`config.mk`:
```
export PLATFORM = sky130hd
export DESIGN_NAME = iirhp_top
export DESIGN_NICKNAME = d
export VERILOG_FILES = /design/src/rtl/iirhp_pkg.sv /design/src/rtl/iirhp_quant.sv /design/src/rtl/iirhp_sos.sv /design/src/rtl/iirhp_fos.sv /design/src/rtl/iirhp_top.sv
export SDC_FILE = /design/constraint.sdc
export NUM_CORES = 1
export LEC_CHECK = 0
export BUFFER_PORTS_ARGS = -buffer_cell sky130_fd_sc_hd__buf_2
export CAP_MARGIN = 20
export CORE_ASPECT_RATIO = 2
export CORE_MARGIN = 4
export CORE_UTILIZATION = 67
export DETAILED_ROUTE_END_ITERATION = 8
export PLACE_DENSITY = 0.84
export SYNTH_ARGS = -nofsm -noshare
export SYNTH_HDL_FRONTEND = slang
export SYNTH_SLANG_ARGS = --single-unit
```
`constraint.sdc`:
```
create_clock -name clk -period 37.1 [get_ports clk]
set_clock_uncertainty 0.05 [all_clocks]
set_input_delay 7.42 -clock clk [delete_from_list [all_inputs] [get_ports clk]]
set_output_delay 7.42 -clock clk [all_outputs]
set_load 0.01 [all_outputs]
```
`src/rtl/iirhp_pkg.sv`:
```
package iirhp_pkg;
  localparam int DATA_W    = 16;
  localparam int COEF_W    = 16;
  localparam int COEF_FRAC = 14;
  localparam int ACC_W     = 40;
  localparam int N_SOS     = 2;
  typedef logic signed [DATA_W-1:0] sample_t;
endpackage

```
`src/rtl/iirhp_quant.sv`:
```
// Narrows a wide accumulator: floor via arithmetic shift, then saturate.
module iirhp_quant #(
  parameter int AW   = 40,
  parameter int DW   = 16,
  parameter int FRAC = 14
) (
  input  logic signed [AW-1:0] acc,
  output logic signed [DW-1:0] q
);
  localparam int SW = AW - FRAC;
  localparam logic signed [SW-1:0] MAXV = {{(SW-DW+1){1'b0}}, {(DW-1){1'b1}}};
  localparam logic signed [SW-1:0] MINV = {{(SW-DW+1){1'b1}}, {(DW-1){1'b0}}};

  logic signed [SW-1:0] sh;

  always_comb begin
    sh = acc[AW-1:FRAC];
    if (sh > MAXV)      q = {1'b0, {(DW-1){1'b1}}};
    else if (sh < MINV) q = {1'b1, {(DW-1){1'b0}}};
    else                q = sh[DW-1:0];
    // narrowed result keeps the sign of the wide value
    assert_no_wrap_R6: assert (q[DW-1] == sh[SW-1]);
  end
endmodule

```
`src/rtl/iirhp_sos.sv`:
```
// Direct form II second-order section with two delay registers.
module iirhp_sos #(
  parameter int DW   = 16,
  parameter int CW   = 16,
  parameter int FRAC = 14,
  parameter int AW   = 40,
  parameter int B0   = 0,
  parameter int B1   = 0,
  parameter int B2   = 0,
  parameter int A1   = 0,
  parameter int A2   = 0
) (
  input  logic                 clk,
  input  logic                 rst,
  input  logic                 en,
  input  logic signed [DW-1:0] x,
  output logic signed [DW-1:0] y
);
  localparam logic signed [CW-1:0] CB0 = CW'(B0);
  localparam logic signed [CW-1:0] CB1 = CW'(B1);
  localparam logic signed [CW-1:0] CB2 = CW'(B2);
  localparam logic signed [CW-1:0] CA1 = CW'(A1);
  localparam logic signed [CW-1:0] CA2 = CW'(A2);
  localparam logic signed [AW-1:0] KB0 = AW'(CB0);
  localparam logic signed [AW-1:0] KB1 = AW'(CB1);
  localparam logic signed [AW-1:0] KB2 = AW'(CB2);
  localparam logic signed [AW-1:0] KA1 = AW'(CA1);
  localparam logic signed [AW-1:0] KA2 = AW'(CA2);

  logic signed [DW-1:0] w0, w1, w2;
  logic signed [AW-1:0] xe, w0e, w1e, w2e, acc_w, acc_y;

  always_comb begin
    xe    = AW'(x);
    w1e   = AW'(w1);
    w2e   = AW'(w2);
    acc_w = (xe <<< FRAC) - KA1 * w1e - KA2 * w2e;
  end

  iirhp_quant #(.AW(AW), .DW(DW), .FRAC(FRAC)) u_qw (.acc(acc_w), .q(w0));

  always_comb begin
    w0e   = AW'(w0);
    acc_y = KB0 * w0e + KB1 * w1e + KB2 * w2e;
  end

  iirhp_quant #(.AW(AW), .DW(DW), .FRAC(FRAC)) u_qy (.acc(acc_y), .q(y));

  always_ff @(posedge clk) begin
    if (rst) begin
      w1 <= '0;
      w2 <= '0;
    end else if (en) begin
      w1 <= w0;
      w2 <= w1;
    end
  end

  assert_hold_R2: assert property (@(posedge clk) disable iff (rst)
    !en |=> ($stable(w1) && $stable(w2)));
  assert_shift_R7: assert property (@(posedge clk) disable iff (rst)
    en |=> (w2 == $past(w1)));
  assert_clear_R1: assert property (@(posedge clk)
    rst |=> (w1 == '0 && w2 == '0));
endmodule

```
`src/rtl/iirhp_fos.sv`:
```
// First-order section with one delay register.
module iirhp_fos #(
  parameter int DW   = 16,
  parameter int CW   = 16,
  parameter int FRAC = 14,
  parameter int AW   = 40,
  parameter int B0   = 0,
  parameter int B1   = 0,
  parameter int A1   = 0
) (
  input  logic                 clk,
  input  logic                 rst,
  input  logic                 en,
  input  logic signed [DW-1:0] x,
  output logic signed [DW-1:0] y
);
  localparam logic signed [CW-1:0] CB0 = CW'(B0);
  localparam logic signed [CW-1:0] CB1 = CW'(B1);
  localparam logic signed [CW-1:0] CA1 = CW'(A1);
  localparam logic signed [AW-1:0] KB0 = AW'(CB0);
  localparam logic signed [AW-1:0] KB1 = AW'(CB1);
  localparam logic signed [AW-1:0] KA1 = AW'(CA1);

  logic signed [DW-1:0] w0, w1;
  logic signed [AW-1:0] xe, w0e, w1e, acc_w, acc_y;

  always_comb begin
    xe    = AW'(x);
    w1e   = AW'(w1);
    acc_w = (xe <<< FRAC) - KA1 * w1e;
  end

  iirhp_quant #(.AW(AW), .DW(DW), .FRAC(FRAC)) u_qw (.acc(acc_w), .q(w0));

  always_comb begin
    w0e   = AW'(w0);
    acc_y = KB0 * w0e + KB1 * w1e;
  end

  iirhp_quant #(.AW(AW), .DW(DW), .FRAC(FRAC)) u_qy (.acc(acc_y), .q(y));

  always_ff @(posedge clk) begin
    if (rst)     w1 <= '0;
    else if (en) w1 <= w0;
  end

  assert_fos_hold_R2: assert property (@(posedge clk) disable iff (rst)
    !en |=> $stable(w1));
  assert_fos_clear_R1: assert property (@(posedge clk)
    rst |=> (w1 == '0));
endmodule

```
`src/rtl/iirhp_top.sv`:
```
module iirhp_top
  import iirhp_pkg::*;
#(
  parameter int DW   = DATA_W,
  parameter int CW   = COEF_W,
  parameter int FRAC = COEF_FRAC,
  parameter int AW   = ACC_W,
  parameter int NSOS = N_SOS,
  parameter int SOS_B0 [NSOS] = '{4096, 8192},
  parameter int SOS_B1 [NSOS] = '{-8192, -16384},
  parameter int SOS_B2 [NSOS] = '{4096, 8192},
  parameter int SOS_A1 [NSOS] = '{-16384, -9830},
  parameter int SOS_A2 [NSOS] = '{8192, 3277},
  parameter int FOS_B0 = 8192,
  parameter int FOS_B1 = -8192,
  parameter int FOS_A1 = -8192
) (
  input  logic                 clk,
  input  logic                 rst,
  input  logic                 en,
  input  logic signed [DW-1:0] din,
  output logic signed [DW-1:0] dout
);
  logic signed [DW-1:0] x_q;
  logic signed [DW-1:0] stage [NSOS+1];

  always_ff @(posedge clk) begin
    if (rst)     x_q <= '0;
    else if (en) x_q <= din;
  end

  assign stage[0] = x_q;

  for (genvar g = 0; g < NSOS; g++) begin : g_sos
    iirhp_sos #(
      .DW(DW), .CW(CW), .FRAC(FRAC), .AW(AW),
      .B0(SOS_B0[g]), .B1(SOS_B1[g]), .B2(SOS_B2[g]),
      .A1(SOS_A1[g]), .A2(SOS_A2[g])
    ) u_sos (
      .clk(clk), .rst(rst), .en(en), .x(stage[g]), .y(stage[g+1])
    );
  end

  iirhp_fos #(
    .DW(DW), .CW(CW), .FRAC(FRAC), .AW(AW),
    .B0(FOS_B0), .B1(FOS_B1), .A1(FOS_A1)
  ) u_fos (
    .clk(clk), .rst(rst), .en(en), .x(stage[NSOS]), .y(dout)
  );

  assert_capture_R3: assert property (@(posedge clk) disable iff (rst)
    en |=> (x_q == $past(din)));
  assert_reset_R1: assert property (@(posedge clk)
    rst |=> (x_q == '0));
  assert_hold_in_R2: assert property (@(posedge clk) disable iff (rst)
    !en |=> $stable(x_q));
endmodule

```
# Yosys cells after proc, flatten, opt, wreduce, memory -nomap -nowiden
# Index checks and enable logic that the tools add are counted.
[classes] add_sub_neg=14 mul=2 order_cmp=12 mux=12
[ops] op="$mux 16" n=12
[ops] op="$gt 26x16->1 const B" n=6
[ops] op="$lt 26x16->1 const B" n=6
[ops] op="$add 29x40->40" n=2
[ops] op="$sub 30x40->40" n=2
[ops] op="$neg 16->27" n=2
[ops] op="$neg 16->26" n=2
[ops] op="$add 28x40->40" n=1
[ops] op="$add 40x28->40" n=1
[ops] op="$add 40x29->40" n=1
[ops] op="$sub 40x29->40" n=1
[ops] op="$sub 40x40->40" n=1
[ops] op="$sub 30x31->32" n=1
[ops] op="$mul 14x16->30 const A" n=1
[ops] op="$mul 13x16->29 const A" n=1
[totals] ff_bits=96 in_bits=19 output_inout_bits=16

# Longest topological paths before layout
[logic_depth] depth_word=29 depth_mapped=126 depth_no_buf=120

# By module
# From an unflattened synthesis, not the netlist that was laid out.
[hier_totals] hier_cells=3205 hier_area_um2=26689.3
[modules_own_cells] mod="iirhp_sos at g_sos[1].u_sos" n_inst=1 cells_per_inst=1616 area_per_inst_um2=14561.5 seq_area_each_um2=640.6
[modules_own_cells] mod="iirhp_sos at g_sos[0].u_sos" n_inst=1 cells_per_inst=737 area_per_inst_um2=5760.5 seq_area_each_um2=640.6
[modules_own_cells] mod="iirhp_fos" n_inst=1 cells_per_inst=518 area_per_inst_um2=3819.9 seq_area_each_um2=320.3
[modules_own_cells] mod="iirhp_quant" n_inst=6 cells_per_inst=47 area_per_inst_um2=327.8 seq_area_each_um2=0.0
[modules_own_cells] mod="iirhp_top" n_inst=1 cells_per_inst=52 area_per_inst_um2=580.6 seq_area_each_um2=320.3

# Worst setup path before layout
# OpenSTA, ideal clock, no wires.
[synth_timing] path_kind="register to output" from="register g_sos[0].u_sos.w1[2]" to="output dout[10]" arrival_ns=25.374 path_slack_ns=4.256 stages_incl_launch_ff=116 path_buffers=7 cell_sequence="dfxtp_1 nor4_1 nor4b_2 nand2_1 or3_1 xor2_1 inv_1 fa_1 ha_1 clkbuf_1 a21o_1 a21o_1 a21o_1 a2111oi_0 nor2_1 a21oi_1 and3_1 o2111ai_1 [80 not listed] a21o_1 a21o_1 a21oi_1 o21bai_1 a21o_1 a21oi_1 o21ai_0 a21oi_1 o31ai_1 a21o_1 o211ai_1 nand2_1 a21o_1 a21oi_1 xnor2_1 o21ai_2 buf_4 a21o_1"
[synth_between] elab_chain_len=29
[synth_lines] item="start: declaration" line="iirhp_sos.sv:30" text="logic signed [DW-1:0] w0, w1, w2;"
[synth_lines] item="start signal: assignment" line="iirhp_sos.sv:54" text="w1 <= w0;"
[synth_lines] item="$neg 16->26 (not written as such)" line="iirhp_sos.sv:37" text="acc_w = (xe <<< FRAC) - KA1 * w1e - KA2 * w2e;"
[synth_lines] item="$sub 30x40->40" line="iirhp_sos.sv:37"
[synth_lines] item="$sub 40x29->40" line="iirhp_sos.sv:37"
[synth_lines] item="$lt 26x16->1" line="iirhp_quant.sv:19" text="else if (sh < MINV) q = {1'b1, {(DW-1){1'b0}}};"
[synth_lines] item="$mux 16" line="iirhp_quant.sv:19"
[synth_lines] item="$mux 16" line="iirhp_quant.sv:18" text="if (sh > MAXV) q = {1'b0, {(DW-1){1'b1}}};"
[synth_lines] item="$add 28x40->40 (*)" line="iirhp_sos.sv:44" text="acc_y = KB0 * w0e + KB1 * w1e + KB2 * w2e;"
[synth_lines] item="$add 40x28->40 (*)" line="iirhp_sos.sv:44"
[synth_lines] item="[14 not listed]"
[synth_lines] item="$lt 26x16->1" line="iirhp_quant.sv:19"
[synth_lines] item="$mux 16" line="iirhp_quant.sv:19"
[synth_lines] item="$mux 16 (*)" line="iirhp_quant.sv:18"
[synth_lines] item="named net u_fos.u_qw.q[1]" line="iirhp_quant.sv:8" text="output logic signed [DW-1:0] q"
[synth_lines] item="$add 29x40->40 (*)" line="iirhp_fos.sv:37" text="acc_y = KB0 * w0e + KB1 * w1e;"
[synth_lines] item="$lt 26x16->1" line="iirhp_quant.sv:19"
[synth_lines] item="$mux 16" line="iirhp_quant.sv:19"
[synth_lines] item="$mux 16 (*)" line="iirhp_quant.sv:18"
[synth_lines] item="end: declaration" line="iirhp_top.sv:22" text="output logic signed [DW-1:0] dout"
# Mark *: on every way through the listed nets, which the timed path passes. The rest lies on a longest branch.

# Worst setup path after layout
[layout_timing] from="register g_sos[0].u_sos.w1[2]" to="output dout[0]"
[layout_between] elab_chain_len=29
[layout_lines] item="$neg 16->26 (not written as such)" line="iirhp_sos.sv:37"
[layout_lines] item="$sub 30x40->40" line="iirhp_sos.sv:37"
[layout_lines] item="$sub 40x29->40" line="iirhp_sos.sv:37"
[layout_lines] item="$lt 26x16->1" line="iirhp_quant.sv:19"
[layout_lines] item="$mux 16" line="iirhp_quant.sv:19"
[layout_lines] item="$mux 16" line="iirhp_quant.sv:18"
[layout_lines] item="$add 28x40->40 (*)" line="iirhp_sos.sv:44"
[layout_lines] item="$add 40x28->40 (*)" line="iirhp_sos.sv:44"
[layout_lines] item="[8 not listed]"
[layout_lines] item="named net g_sos[1].u_sos.u_qw.q[1]" line="iirhp_quant.sv:8"
[layout_lines] item="[5 not listed]"
[layout_lines] item="$sub 30x40->40 (*)" line="iirhp_fos.sv:30" text="acc_w = (xe <<< FRAC) - KA1 * w1e;"
[layout_lines] item="$lt 26x16->1" line="iirhp_quant.sv:19"
[layout_lines] item="$mux 16" line="iirhp_quant.sv:19"
[layout_lines] item="$mux 16 (*)" line="iirhp_quant.sv:18"
[layout_lines] item="$add 29x40->40 (*)" line="iirhp_fos.sv:37"
[layout_lines] item="$lt 26x16->1" line="iirhp_quant.sv:19"
[layout_lines] item="$mux 16" line="iirhp_quant.sv:19"
[layout_lines] item="$mux 16 (*)" line="iirhp_quant.sv:18"
# Marks and branches as above.

==> metrics.txt <==
outcome=complete, no violations; # IOs=35; DRT Pass-1 Iters=6; GPL Wtd Cong=~1; reg-to-reg endpoint=u_fos.w1[14]$_SDFFE_PP0P_; DR vias=21300; Slew headroom=between 20% and 30%; initial antenna violation count=0; HP Class=flop to flop; Synth cell types=between 80 and 90; worst setup path class=flop to output port; y dimension of the die=~280 um; Top FF cell, synth=dfxtp_1; Fin. Hold Viols=0; Vias/cell=~6.2; measured slew at the worst slew-check pin=~1100 ps; Max Clk Rate=about 29 MHz; worst r2r src=g_sos[0].u_sos.w1[2]$_SDFFE_PP0P_; final net count=between 3000 and 4000; required time worst endpoint=29630 ps; Syn-to-layout area delta=4.49%; Worst Setup End Kind=output port; Root Buffer=clkbuf_16; crit-path max FO=16; # diodes=0; Slowest cell on crit path=or4_4; GRT Overall Usage=about 35%; endpoints failing setup=0; CP Launch Type=flop; Detailed Place HPWL=57700 um; FF-to-FF path depth=a little under 100; CTS Buf Count=9; synthesized net count=3614; Initial Util=between 60% and 70%; Worst-Skew Late Latency=around 390 ps; Detailed Route WL=between 60000 and 70000 um; EDFF count, synth=0; # port buffers=34; Avg Inst Size Synth=8.17 um^2; Max Cap Viol=0; first-pass GRT wire length=around 110000 um; final period utilization=between 90% and 100%; sequential fraction of the synthesis area=~7.9%; core footprint=about 36000 um^2; Final Cell Area=approximately 25000 um^2; Post-route DRC=0; yosys warns=0; DRT iter0 DRCs=1002; Area after DPL=approximately 25000 um^2; Fin Setup TNS=0 ps; Post-DRT Antenna Nets=0; crit-path max cell delay=550 ps; CTS max path bufs=2; Synth Instances=about 3000; Hold Path End=x_q[7]$_SDFFE_PP0P_; Tmin final=approximately 35000 ps; Synth Register Bits=96; total grt overflow=0; largest net degree at the start of global routing=97; hold_sp=x_q[7]$_SDFFE_PP0P_; Worst R2R Setup Slack=between 10000 and 15000 ps; async set-reset flop share out of synthesis=0%; hold path depth=2; Chip Width=between 100 and 150 um; Worst-path clk slew=approximately 70 ps; Mapped Area=around 24000 um^2; layout cells sized above 1=4.19%; Top cell by count, worst path=a21oi_1; post-DR wirelength/cell=19.8 um; CTS tree=built; row count=98; H-Tree Depth=3; vias in the first global route=between 20000 and 25000; Final Max Tran Viols=0; die area=approximately 40000 um^2; crit path DAT=27540 ps; CTS Sinks=96
## layout by cell type, fill, tap and decap left out, types with 8 or more instances in the layout
| cell | instances |
|---|---|
| a211o_1 | 8 |
| a211oi_1 | 37 |
| a21o_1 | 123 |
| a21oi_1 | 224 |
| a31o_2 | 9 |
| a31oi_1 | 22 |
| and2_1 | 9 |
| and3_1 | 19 |
| and4_1 | 8 |
| buf_2 | 32 |
| buf_4 | 20 |
| clkbuf_16 | 9 |
| dfxtp_1 | 95 |
| fa_1 | 209 |
| ha_1 | 406 |
| inv_1 | 478 |
| mux2i_1 | 85 |
| nand2_1 | 139 |
| nand2b_1 | 38 |
| nand3_1 | 36 |
| nand4_1 | 22 |
| nor2_1 | 228 |
| nor2b_1 | 34 |
| nor3_1 | 53 |
| nor4_1 | 9 |
| o211ai_1 | 15 |
| o21a_1 | 27 |
| o21ai_0 | 110 |
| o21ai_1 | 9 |
| o21bai_1 | 35 |
| o31ai_1 | 10 |
| or2_2 | 11 |
| or3_1 | 21 |
| or4_1 | 10 |
| xnor2_1 | 183 |
| xor2_1 | 93 |
## metrics by stage
| stage | hold WS (ps) | utilization (%) | worst slack (ps) | instances |
|---|---|---|---|---|
| final | 449 | 71.0 | 2090 | 3436 |
| after floorplan | 410 | - | 4260 | 2980 |
| after CTS | 458 | 70.5 | 849 | 3430 |
| after global routing | 495 | 71.0 | -38.8 | 3436 |
| after global placement | 427 | 69.7 | 2340 | 3415 |
| after detailed placement | 440 | 69.7 | 1390 | 3415 |
## critical path, delay by kind of cell, from the launching register on
kind	cells	cell delay (ps)
compound gates	68	14780
simple gates	27	5330
fa+ha+maj	12	4650
xor+xnor	5	1070
buf+inv	6	920
flops	1	370
## logic make-up (layout without fill, tap and decap cells)
kind of cell | after synthesis | count (layout) | synth area share (%)
AO/OA/AOI/OAI | 695 | 695 | 18.7
XOR/XNOR | 278 | 278 | 10.1
adder cells (fa/ha/maj) | 616 | 616 | 38.1
buffers and inverters | 542 | 548 | 8.42
flip-flops | 96 | 96 | 7.90
multiplexers | 88 | 88 | 3.63
AND/OR/NAND/NOR | 665 | 665 | 13.2
## timing repair
action / CTS / global route
endpoints found under the setup margin: 0 / 16
hold buffers: 0 / 0
resized for setup: 0 / 22
setup buffers: 0 / 5
## worst max path at each step
stage	from	end	slack [ps]	depth (start not counted)
after global routing	g_sos[0].u_sos.w1[2]$_SDFFE_PP0P_	dout[4]	-40	119
after floorplan	g_sos[0].u_sos.w1[2]$_SDFFE_PP0P_	dout[10]	4260	115
after CTS	g_sos[0].u_sos.w1[2]$_SDFFE_PP0P_	dout[0]	850	118
after detailed placement	g_sos[0].u_sos.w1[2]$_SDFFE_PP0P_	dout[0]	1390	117
after global placement	g_sos[0].u_sos.w1[2]$_SDFFE_PP0P_	dout[0]	2340	117
final	g_sos[0].u_sos.w1[2]$_SDFFE_PP0P_	dout[0]	2090	118
## sequential cells by signal, indices dropped and copies added, names as in the netlist
name,flops
u_fos.w1,16
g_sos.u_sos.w1,32
g_sos.u_sos.w2,32
x_q,16
## layer usage
layer	routed length, um	GRT usage, %	vias up
met5	0	0	-
met4	6520	26.5	0
met3	2050	3.38	296
met2	36400	64.3	589
met1	23300	33.9	10300
li1	-	-	10100
## cell usage after synthesis (all sizes together) (9+ instances only)
master / number / area, um^2
a211oi: 39 / 303
a21o: 123 / 923
a21oi: 225 / 1130
a31o: 9 / 78.8
a31oi: 22 / 138
and2: 10 / 65.1
and3: 19 / 119
buf: 14 / 67.6
clkbuf: 49 / 184
dfxtp: 96 / 1920
fa: 209 / 4180
ha: 406 / 5080
inv: 478 / 1790
mux2i: 85 / 851
nand2: 140 / 528
nand2b: 38 / 238
nand3: 36 / 180
nand4: 22 / 138
nor2: 228 / 856
nor2b: 35 / 219
nor3: 54 / 270
nor4: 12 / 75.1
o211ai: 16 / 125
o21a: 27 / 203
o21ai: 120 / 604
o21bai: 35 / 263
o31ai: 11 / 96.3
or2: 11 / 68.8
or3: 22 / 143
or4: 11 / 86.3
xnor2: 183 / 1600
xor2: 94 / 823
## final cells by class
cell class                 instances  area, um^2
multi-input combinational       2342       20500
fill                            2901       10400
sequential                        96        1920
inverter                         479        1800
tap                              450         563
timing repair buffer              54         358
clock buffer                       9         225
clock inverter                     6        91.3
Power is not shown: default switching activity piles up to over one toggle a cycle in this logic, so the estimate is an artifact.
